[config.mk]
export PLATFORM = sky130hd
export DESIGN_NAME = irq_entry_seq
export DESIGN_NICKNAME = d
export VERILOG_FILES = /design/src/rtl/irq_entry_pkg.sv /design/src/rtl/irq_prio_sel.sv /design/src/rtl/irq_cycle_fsm.sv /design/src/rtl/irq_entry_dp.sv /design/src/rtl/irq_entry_seq.sv
export SDC_FILE = /design/constraint.sdc
export NUM_CORES = 1
export LEC_CHECK = 0
export BUFFER_PORTS_ARGS = -buffer_cell sky130_fd_sc_hd__buf_2
export CAP_MARGIN = 40
export CELL_PAD_IN_SITES_DETAIL_PLACEMENT = 0
export CELL_PAD_IN_SITES_GLOBAL_PLACEMENT = 1
export CORE_ASPECT_RATIO = 1.4
export CORE_MARGIN = 2
export CORE_UTILIZATION = 27
export DETAILED_ROUTE_END_ITERATION = 12
export PLACE_DENSITY_LB_ADDON = 0.25
export SETUP_SLACK_MARGIN = 0.2
export SYNTH_ARGS = -nofsm -noshare
export SYNTH_HDL_FRONTEND = slang
export SYNTH_SLANG_ARGS = --single-unit
[constraint.sdc]
create_clock -name clk -period 1.5 [get_ports clk]
set_input_delay 0.3 -clock clk [delete_from_list [all_inputs] [get_ports clk]]
set_output_delay 0.3 -clock clk [all_outputs]
set_load 0.02 [all_outputs]
[src/rtl/irq_entry_pkg.sv]
package irq_entry_pkg;

    localparam int WORD_W = 16;
    typedef logic [WORD_W-1:0] word_t;

    localparam word_t DUMMY_OPWORD = 16'h4C40;
    localparam word_t HANDLER_PTR  = 16'h000C;

    typedef enum logic [2:0] {
        ST_IDLE = 3'd0,
        ST_I1   = 3'd1,
        ST_I2   = 3'd2,
        ST_IA   = 3'd3,
        ST_EX   = 3'd4
    } ent_state_e;

    typedef struct packed {
        logic req;
        logic inhibit;
        logic we;
    } mem_ctl_t;

    function automatic mem_ctl_t ctl_for(ent_state_e s);
        mem_ctl_t c;
        c = '0;
        unique case (s)
            ST_I1, ST_I2: begin c.req = 1'b1; c.inhibit = 1'b1; end
            ST_IA:        c.req = 1'b1;
            ST_EX:        begin c.req = 1'b1; c.we = 1'b1; end
            default:      c = '0;
        endcase
        return c;
    endfunction

endpackage

[src/rtl/irq_prio_sel.sv]
module irq_prio_sel #(
    parameter int NLEV = 6,
    localparam int LW = (NLEV > 1) ? $clog2(NLEV) : 1
) (
    input  logic [NLEV-1:0] req,
    input  logic [NLEV-1:0] active,
    output logic            grant_ok,
    output logic [LW-1:0]   grant_lvl
);
    logic          found;
    logic [LW-1:0] lvl;
    logic          blocked;

    always_comb begin
        found = 1'b0;
        lvl   = '0;
        for (int i = NLEV - 1; i >= 0; i--) begin
            if (req[i]) begin
                found = 1'b1;
                lvl   = LW'(i);
            end
        end
    end

    always_comb begin
        blocked = 1'b0;
        for (int j = 0; j < NLEV; j++) begin
            if (active[j] && (LW'(j) <= lvl)) blocked = 1'b1;
        end
    end

    assign grant_ok  = found && !blocked;
    assign grant_lvl = lvl;
endmodule

[src/rtl/irq_cycle_fsm.sv]
module irq_cycle_fsm
    import irq_entry_pkg::*;
(
    input  logic       clk,
    input  logic       rst,
    input  logic       start,
    input  logic       mem_done,
    output ent_state_e state
);
    ent_state_e nxt;

    always_comb begin
        nxt = state;
        unique case (state)
            ST_IDLE: if (start)    nxt = ST_I1;
            ST_I1:   if (mem_done) nxt = ST_I2;
            ST_I2:   if (mem_done) nxt = ST_IA;
            ST_IA:   if (mem_done) nxt = ST_EX;
            ST_EX:   if (mem_done) nxt = ST_IDLE;
            default: nxt = ST_IDLE;
        endcase
    end

    always_ff @(posedge clk) begin
        if (rst) state <= ST_IDLE;
        else     state <= nxt;
    end
endmodule

[src/rtl/irq_entry_dp.sv]
module irq_entry_dp
    import irq_entry_pkg::*;
#(
    parameter int NLEV = 6,
    localparam int LW = (NLEV > 1) ? $clog2(NLEV) : 1
) (
    input  logic            clk,
    input  logic            rst,
    input  ent_state_e      state,
    input  logic            start,
    input  logic [LW-1:0]   grant_lvl,
    input  logic            mem_done,
    input  word_t           mem_rdata,
    input  word_t           iar_in,
    output word_t           sbr,
    output word_t           eff_addr,
    output logic [NLEV-1:0] act_set,
    output logic            iar_load
);
    always_ff @(posedge clk) begin
        if (rst) begin
            sbr      <= '0;
            eff_addr <= '0;
            act_set  <= '0;
            iar_load <= 1'b0;
        end else begin
            act_set  <= (start && state == ST_IDLE) ? (NLEV'(1) << grant_lvl) : '0;
            iar_load <= (state == ST_EX) && mem_done;
            if (mem_done) begin
                unique case (state)
                    ST_I1: sbr <= DUMMY_OPWORD;
                    ST_I2: sbr <= HANDLER_PTR;
                    ST_IA: begin
                        sbr      <= mem_rdata;
                        eff_addr <= mem_rdata;
                    end
                    ST_EX: sbr <= iar_in;
                    default: ;
                endcase
            end
        end
    end
endmodule

[src/rtl/irq_entry_seq.sv]
module irq_entry_seq
    import irq_entry_pkg::*;
#(
    parameter int NLEV = 6,
    localparam int LW = (NLEV > 1) ? $clog2(NLEV) : 1
) (
    input  logic              clk,
    input  logic              rst,
    input  logic              fetch_bound,
    input  logic [NLEV-1:0]   irq_req,
    input  logic [NLEV-1:0]   irq_active,
    output logic [NLEV-1:0]   act_set,
    input  logic [WORD_W-1:0] iar_in,
    output logic              iar_load,
    output logic [WORD_W-1:0] iar_next,
    output logic              mem_req,
    output logic              mem_inhibit,
    output logic              mem_we,
    output logic [WORD_W-1:0] mem_addr,
    output logic [WORD_W-1:0] mem_wdata,
    input  logic [WORD_W-1:0] mem_rdata,
    input  logic              mem_done,
    output logic [WORD_W-1:0] sbr,
    output logic [2:0]        cyc_state
);
    ent_state_e    state;
    logic          grant_ok;
    logic [LW-1:0] grant_lvl;
    logic          start;
    word_t         eff_addr;
    mem_ctl_t      ctl;

    irq_prio_sel #(.NLEV(NLEV)) u_sel (
        .req       (irq_req),
        .active    (irq_active),
        .grant_ok  (grant_ok),
        .grant_lvl (grant_lvl)
    );

    assign start = fetch_bound && grant_ok;

    irq_cycle_fsm u_fsm (
        .clk      (clk),
        .rst      (rst),
        .start    (start),
        .mem_done (mem_done),
        .state    (state)
    );

    irq_entry_dp #(.NLEV(NLEV)) u_dp (
        .clk       (clk),
        .rst       (rst),
        .state     (state),
        .start     (start),
        .grant_lvl (grant_lvl),
        .mem_done  (mem_done),
        .mem_rdata (mem_rdata),
        .iar_in    (iar_in),
        .sbr       (sbr),
        .eff_addr  (eff_addr),
        .act_set   (act_set),
        .iar_load  (iar_load)
    );

    assign ctl         = ctl_for(state);
    assign mem_req     = ctl.req;
    assign mem_inhibit = ctl.inhibit;
    assign mem_we      = ctl.we;

    always_comb begin
        unique case (state)
            ST_IA:   mem_addr = HANDLER_PTR;
            ST_EX:   mem_addr = eff_addr;
            default: mem_addr = '0;
        endcase
    end

    assign mem_wdata = (state == ST_EX) ? iar_in : '0;
    assign iar_next  = eff_addr + 1'b1;
    assign cyc_state = state;
endmodule

## Yosys cells after proc, flatten, opt, wreduce, memory -nomap -nowiden

Cells that the tools add are included.

| storage, ports and cells | value |
|---|---|
| output and inout port bits | 77 |
| logic and storage cells | 72 |
| bits of input ports | 48 |
| flip-flop bits (word level) | 42 |

| operators by class | value |
|---|---|
| muxes and demuxes | 30 |
| add/subtract/negate cells | 1 |
| magnitude comparators | 6 |
| shifts and indexed selects | 1 |
| equal/unequal tests | 9 |
| bitwise logic cells | 1 |
| reductions and logical operators | 19 |

Operators by type and width:

| kind | count |
|---|---|
| 16-bit one-hot mux with 4 select lines | 1 |
| 3-bit 2-to-1 mux | 11 |
| 16-bit one-hot mux with 2 select lines | 1 |
| 16-bit by 1-bit adder with 16-bit output, second input constant | 1 |
| 16-bit 2-to-1 mux | 1 |
| 1-bit 2-to-1 mux | 15 |
| 3-bit one-hot mux with 5 select lines | 1 |
| 1-bit logical AND | 10 |
| 2-bit inequality test, second input constant | 4 |
| 3-bit by 2-bit == test with 1-bit output, second input constant | 2 |
| 1-bit by 3-bit <= comparator with 1-bit output, first input constant | 2 |
| 2-bit by 3-bit <= comparator with 1-bit output, first input constant | 2 |
| 3-bit <= comparator, first input constant | 2 |
| 1-bit by 3-bit left shift with 6-bit output, first input constant | 1 |
| 5-bit AND reduction | 1 |
| 2-bit AND reduction | 2 |
| 4-bit nonzero test | 1 |
| 2-bit OR reduction | 2 |
| 4-bit OR reduction | 1 |
| 3-bit by 1-bit == test with 1-bit output, second input constant | 1 |
| 3-bit == test, second input constant | 1 |
| 3-bit zero test | 1 |
| 2-bit by 1-bit inequality test with 1-bit output, second input constant | 1 |
| 1-bit zero test | 1 |
| 1-bit inverter | 1 |

## Logic depth before layout (Yosys ltp)

| logic depth | value |
|---|---|
| depth in word-level cells | 20 |
| gate-level depth with buffers | 8 |
| depth with buffers taken out | 6 |

## Cells and area by module

From an unflattened synthesis, not the netlist that was laid out.

| second synthesis, totals | value |
|---|---|
| cells, all modules | 279 |
| area, all modules | 2,393.5 um2 |

Modules (own cells, without submodules):

| module | cells an instance | sequential area each (um2) | times used | area an instance (um2) |
|---|---|---|---|---|
| irq_entry_dp | 164 | 780.7 | 1 | 1,554.0 |
| irq_entry_seq | 88 | 0.0 | 1 | 601.8 |
| irq_cycle_fsm | 12 | 60.1 | 1 | 135.1 |
| irq_prio_sel | 15 | 0.0 | 1 | 102.6 |

## Least setup slack after synthesis

Ideal clock, no wire load.

| timing | value |
|---|---|
| path type | reg-to-output |
| from | reg u_fsm.state[1] |
| to | out mem_addr[10] |
| required time | 1.200 ns |
| path buffers | 2 |
| path slack | -0.338 ns |
| arrival time | 1.538 ns |
| stages on the path, launching flop included | 7 |
| cell sequence | dfxtp_1 > buf_6 > nor2_1 > nand2_2 > inv_2 > clkbuf_1 > and2_1 |

| between the ends | value |
|---|---|
| longest elaborated chain between the ends | 2 |
| elaborated cells on any way between the ends | 3 |
| classes of those cells | eq/ne: 2; mux: 1 |

RTL lines:

| element | RTL line | RTL |
|---|---|---|
| start: declaration | irq_cycle_fsm.sv:8 | `output ent_state_e state` |
| start signal: assignment | irq_cycle_fsm.sv:26 | `else state <= nxt;` |
| 3-bit == test or 3-bit by 2-bit == test with 1-bit output (tied branches) | irq_entry_seq.sv:71 | `unique case (state)` |
| 16-bit one-hot mux with 2 select lines * | irq_entry_seq.sv:71 |  |
| end: declaration | irq_entry_seq.sv:19 | `output logic [WORD_W-1:0] mem_addr,` |

Every way passes the cells marked *; elsewhere a longest branch is shown, timed or not.

## Final worst setup path

| timing | value |
|---|---|
| from | reg u_dp.eff_addr[3] |
| to | out iar_next[15] |

| between the ends | value |
|---|---|
| longest elaborated chain between the ends | 1 |

RTL lines:

| element | RTL line | RTL |
|---|---|---|
| start: declaration | irq_entry_dp.sv:16 | `output word_t eff_addr,` |
| start signal: assignment | irq_entry_dp.sv:35 | `eff_addr <= mem_rdata;` |
| 16-bit by 1-bit adder with 16-bit output | irq_entry_seq.sv:79 | `assign iar_next = eff_addr + 1'b1;` |
| end: declaration | irq_entry_seq.sv:15 | `output logic [WORD_W-1:0] iar_next,` |

No other way between the ends.

==> metrics.md <==
| Metric | Value |
|---|---|
| Ant diodes | `0` |
| Seq/Total Area, Yosys | `a little under two fifths` |
| TritonCTS Buffers | `5` |
| Net count, final | `511` |
| Clock tree root buffer cell | `sky130_fd_sc_hd__clkbuf_16` |
| DR WL met2 | `5120 µm` |
| P_leak | `2.11 nW` |
| Violated checks | `negative setup slack` |
| Initial antenna violation count | `0` |
| Wire length of the first global-routing pass | `13800 µm` |
| Maximum number of pins on one net before global-route repair | `35` |
| Power share of the combinational group | `between 10% and 20%` |
| Layout cells sized above 1 | `67.0%` |
| Maximum level of the CTS H-tree | `2` |
| Ordered cell list for the critical path | `and4_4, and4_4, nand4_1, xnor2_2, buf_4` |
| Routed met1 length | `3370 µm` |
| Worst hold margin | `255 ps` |
| DP Wirelength | `5850 µm` |
| Vias per std cell | `4.77` |
| Switching Power | `0.000741 W` |
| Crit path arrival time | `1560 ps` |
| Max Clock Skew | `about 2.5 ps` |
| Share of the synthesized area in the top cell type | `37.5%` |
| Ports | `125` |
| Beginning of the worst register-to-register path | `u_fsm.state[0]` |
| Clock sink total | `42` |
| Crit-path max FO | `5` |
| Register clock-pin slew on the reported worst setup and hold paths | `60 ps` |
| Remaining global-route overflow | `0` |
| GR Util All Layers | `19.9%` |
| Number of nets in the synthesized netlist | `around 330` |
| Synth Instances | `279` |
| Top cell types by occurrence after synthesis | `sky130_fd_sc_hd__dfxtp_1 (42), sky130_fd_sc_hd__nand2_1 (38), sky130_fd_sc_hd__and2_1 (31)` |
| Status | `finished with violations` |
| Area delta synth->final | `104%` |
| Via count of the first global-routing pass | `2736` |
| Reg-to-Reg End | `u_dp.sbr[4]` |
| Average instance area after synthesis | `around 8 µm²` |
| Kind of launch point of the worst setup path | `flip-flop` |
| Die Area | `9060 µm²` |
| Setup-violating endpoint count in the final report | `between 50 and 60` |
| Library cells used by synthesis | `43` |
| Count of endpoints failing hold in the final timing report | `0` |
| Number of cells on the worst reg-to-reg path | `8` |
| Number of detailed-route iterations in the first pass | `4` |
| Worst-margin pin slew | `432 ps` |
| Area of the core | `8100 µm²` |
| Routability congestion estimate from global placement | `approximately 0.74` |
| Average wire per standard cell | `about 16 µm` |
| Total via count in the routed design | `approximately 2.7k` |
| Number of enable-type register cells in the synthesized netlist | `0` |
| Non-filler cells, final | `between 500 and 600` |
| Main area contributors after synthesis | `sky130_fd_sc_hd__dfxtp_1 (38%), sky130_fd_sc_hd__and2_1 (8.6%), sky130_fd_sc_hd__nand2_1 (6.4%)` |
| Layout Utilization | `56.5%` |
| Crit-path max cell delay | `340 ps` |
| Startpoint of the worst setup timing path | `u_dp.eff_addr[3]` |
| Peak ir drop on the vdd network | `0.000463 V` |
| Highest metal layer used by the detailed router | `met4` |
| Headroom to the max-slew limit | `71.2%` |
| Hold Path Class | `input port to flip-flop` |
| Effective utilization at floorplan | `approximately 28%` |
| Chip Height | `112 µm` |
| Die W | `81.0 µm` |
| Cell area after placement | `3350 µm²` |
| Cell with the most instances on the worst path | `sky130_fd_sc_hd__and4_4` |
| Critical path endpoint | `iar_next[15]` |
| Clk network pwr share | `about 40%` |
| Type of the worst setup path | `flip-flop to output pin` |
| Post-route fraction of the period consumed by the critical path | `124%` |
| CTS tree | `yes` |
| Cell Area, Synth | `2240 µm²` |
| Clock latency on the worst-skew pair | `290 ps` |
| Maximum achievable frequency | `0.538 GHz` |
| Worst setup margin | `-358 ps` |
| Commonest register cell after synthesis | `sky130_fd_sc_hd__dfxtp_1` |
| Starting DRT DRC Count | `101` |
| Power density relative to cell area | `607 nW/µm²` |
| Post-Place Cells | `519` |
| Power, Total | `0.00278 W` |
| Max-cap violations | `0` |
| Internal | `0.00204 W` |
| Cell type with the largest total area after synthesis | `sky130_fd_sc_hd__dfxtp_1` |
| Design area | `about 4600 µm²` |
| Port Buf Inserts | `124` |
| Sequential Power Share | `about two fifths` |
| Number of core rows | `39` |
| Required arrival time at the worst endpoint | `1200 ps` |
| Max-slew violation count | `0` |
| Top-count cell post-synth | `sky130_fd_sc_hd__dfxtp_1` |
| Total detailed-routing wirelength | `9090 µm` |
| Setup repair after global routing missed its margin | `true` |
| Synthesis-stage register bit count | `42` |
| Remaining DRCs | `0` |
| Min Tclk post-route | `1860 ps` |
| Switching share of power | `26.6%` |
| Async S/R FF share, synth | `0%` |
| Buffer levels on the longest clock path | `2` |
| Warnings from Yosys | `0` |
| Cell with the biggest individual delay on the critical path | `sky130_fd_sc_hd__dfxtp_2` |
| Setup slack of the worst register-to-register path | `-80 ps` |
| Met3 layer wire length in the routed design | `~470 µm` |
| CP endpoint kind | `output pin` |
| Post-route antenna net violation count | `0` |
sequential cells by signal (all words and copies together), names as in the netlist:
signal         flops
u_dp.iar_load      1
u_dp.act_set       6
u_fsm.state        3
u_dp.eff_addr     16
u_dp.sbr          16
logic make-up after synthesis:
group	share of synthesized area, %
and+or+nand+nor	29.6
AOI/OAI and AO/OA	20.2
DFF	37.5
buffers and inverters	5.91
xor gates and xnor gates	6.25
adders and majority gates	0.558
through the flow:
step	worst slack, ps	setup TNS, ps
2_1_floorplan	-84.4	-441
6_report	-358	-10910
3_3_place_gp	-122	-1460
3_5_place_dp	-159	-1820
5_1_grt	-401	-13730
4_1_cts	-341	-10450
layout make-up:
cell class,instances,area (µm²)
Timing Repair inverter,6,82.6
Fill cell,756,3520
Sequential cell,42,865
Clock buffer,7,143
Multi-Input combinational cell,212,1780
Inverter,8,45.0
Timing Repair Buffer,187,1530
Clock inverter,1,5.00
Tap cell,102,128
layout by cell type, fill, tap and decap left out, types with 3 or more instances in the layout:
cell | Yosys | routed
sky130_fd_sc_hd__dfxtp_4 | 0 | 5
sky130_fd_sc_hd__o21ai_2 | 0 | 4
sky130_fd_sc_hd__xor2_1 | 3 | 3
sky130_fd_sc_hd__clkbuf_16 | 0 | 6
sky130_fd_sc_hd__a22oi_1 | 12 | 3
sky130_fd_sc_hd__xnor2_2 | 0 | 10
sky130_fd_sc_hd__nand3_1 | 6 | 3
sky130_fd_sc_hd__nor3_2 | 0 | 4
sky130_fd_sc_hd__a22oi_2 | 0 | 9
sky130_fd_sc_hd__a221oi_2 | 0 | 4
sky130_fd_sc_hd__nand3_4 | 0 | 3
sky130_fd_sc_hd__nand2b_1 | 5 | 5
sky130_fd_sc_hd__nor2b_1 | 3 | 3
sky130_fd_sc_hd__buf_4 | 2 | 45
sky130_fd_sc_hd__buf_2 | 5 | 70
sky130_fd_sc_hd__dfxtp_2 | 0 | 4
sky130_fd_sc_hd__a22o_1 | 10 | 10
sky130_fd_sc_hd__inv_8 | 0 | 3
sky130_fd_sc_hd__nand2_1 | 38 | 36
sky130_fd_sc_hd__a21oi_1 | 21 | 15
sky130_fd_sc_hd__nor2_1 | 19 | 16
sky130_fd_sc_hd__a21o_1 | 6 | 5
sky130_fd_sc_hd__a21oi_2 | 0 | 6
sky130_fd_sc_hd__and2_4 | 0 | 32
sky130_fd_sc_hd__buf_6 | 2 | 68
sky130_fd_sc_hd__dfxtp_1 | 42 | 33
sky130_fd_sc_hd__inv_1 | 7 | 6
how the worst min path moves through the flow:
stage	slack [ps]	end	from	depth (start not counted)
CTS	250	u_dp.eff_addr[3]	mem_rdata[3]	3
finish	250	u_dp.eff_addr[0]	mem_rdata[0]	3
floorplan	430	u_dp.eff_addr[2]	mem_rdata[2]	2
detailed placement	460	u_dp.sbr[14]	u_dp.sbr[14]	2
global route	260	u_dp.eff_addr[3]	mem_rdata[3]	3
global placement	450	u_dp.sbr[14]	u_dp.sbr[14]	2
critical path, delay by kind of cell, from the launching register on:
kind	cells	cell delay, ps
XOR/XNOR	1	170
buffers and inverters	1	150
flip-flops	1	340
AND/OR/NAND/NOR	3	600
power by group through the flow:
stage          clock (W)  sequential (W)  combinational (W)
3_5_place_dp           0         0.00118           0.000359
4_1_cts          0.00113         0.00115           0.000479
6_report         0.00111         0.00115           0.000521
3_3_place_gp           0         0.00118           0.000357
2_1_floorplan          0         0.00120           0.000177
5_1_grt          0.00118         0.00115           0.000555
per-layer routing:
layer / GRT usage, % / vias to the layer above
li1: - / 1337
met1: 22.2 / 1276
met2: 37.5 / 72
met3: 3.32 / 8
met4: 5.88 / 0
met5: 0 / -
what timing repair did:
item / in CTS / in global routing
buffers inserted: 17 / 12
hold buffers: 0 / 0
gates resized for setup: 155 / 60
cloned: 8 / 1
pin swaps: 48 / 27
setup endpoints to repair: 88 / 95
(Power assumes the default switching activity.)
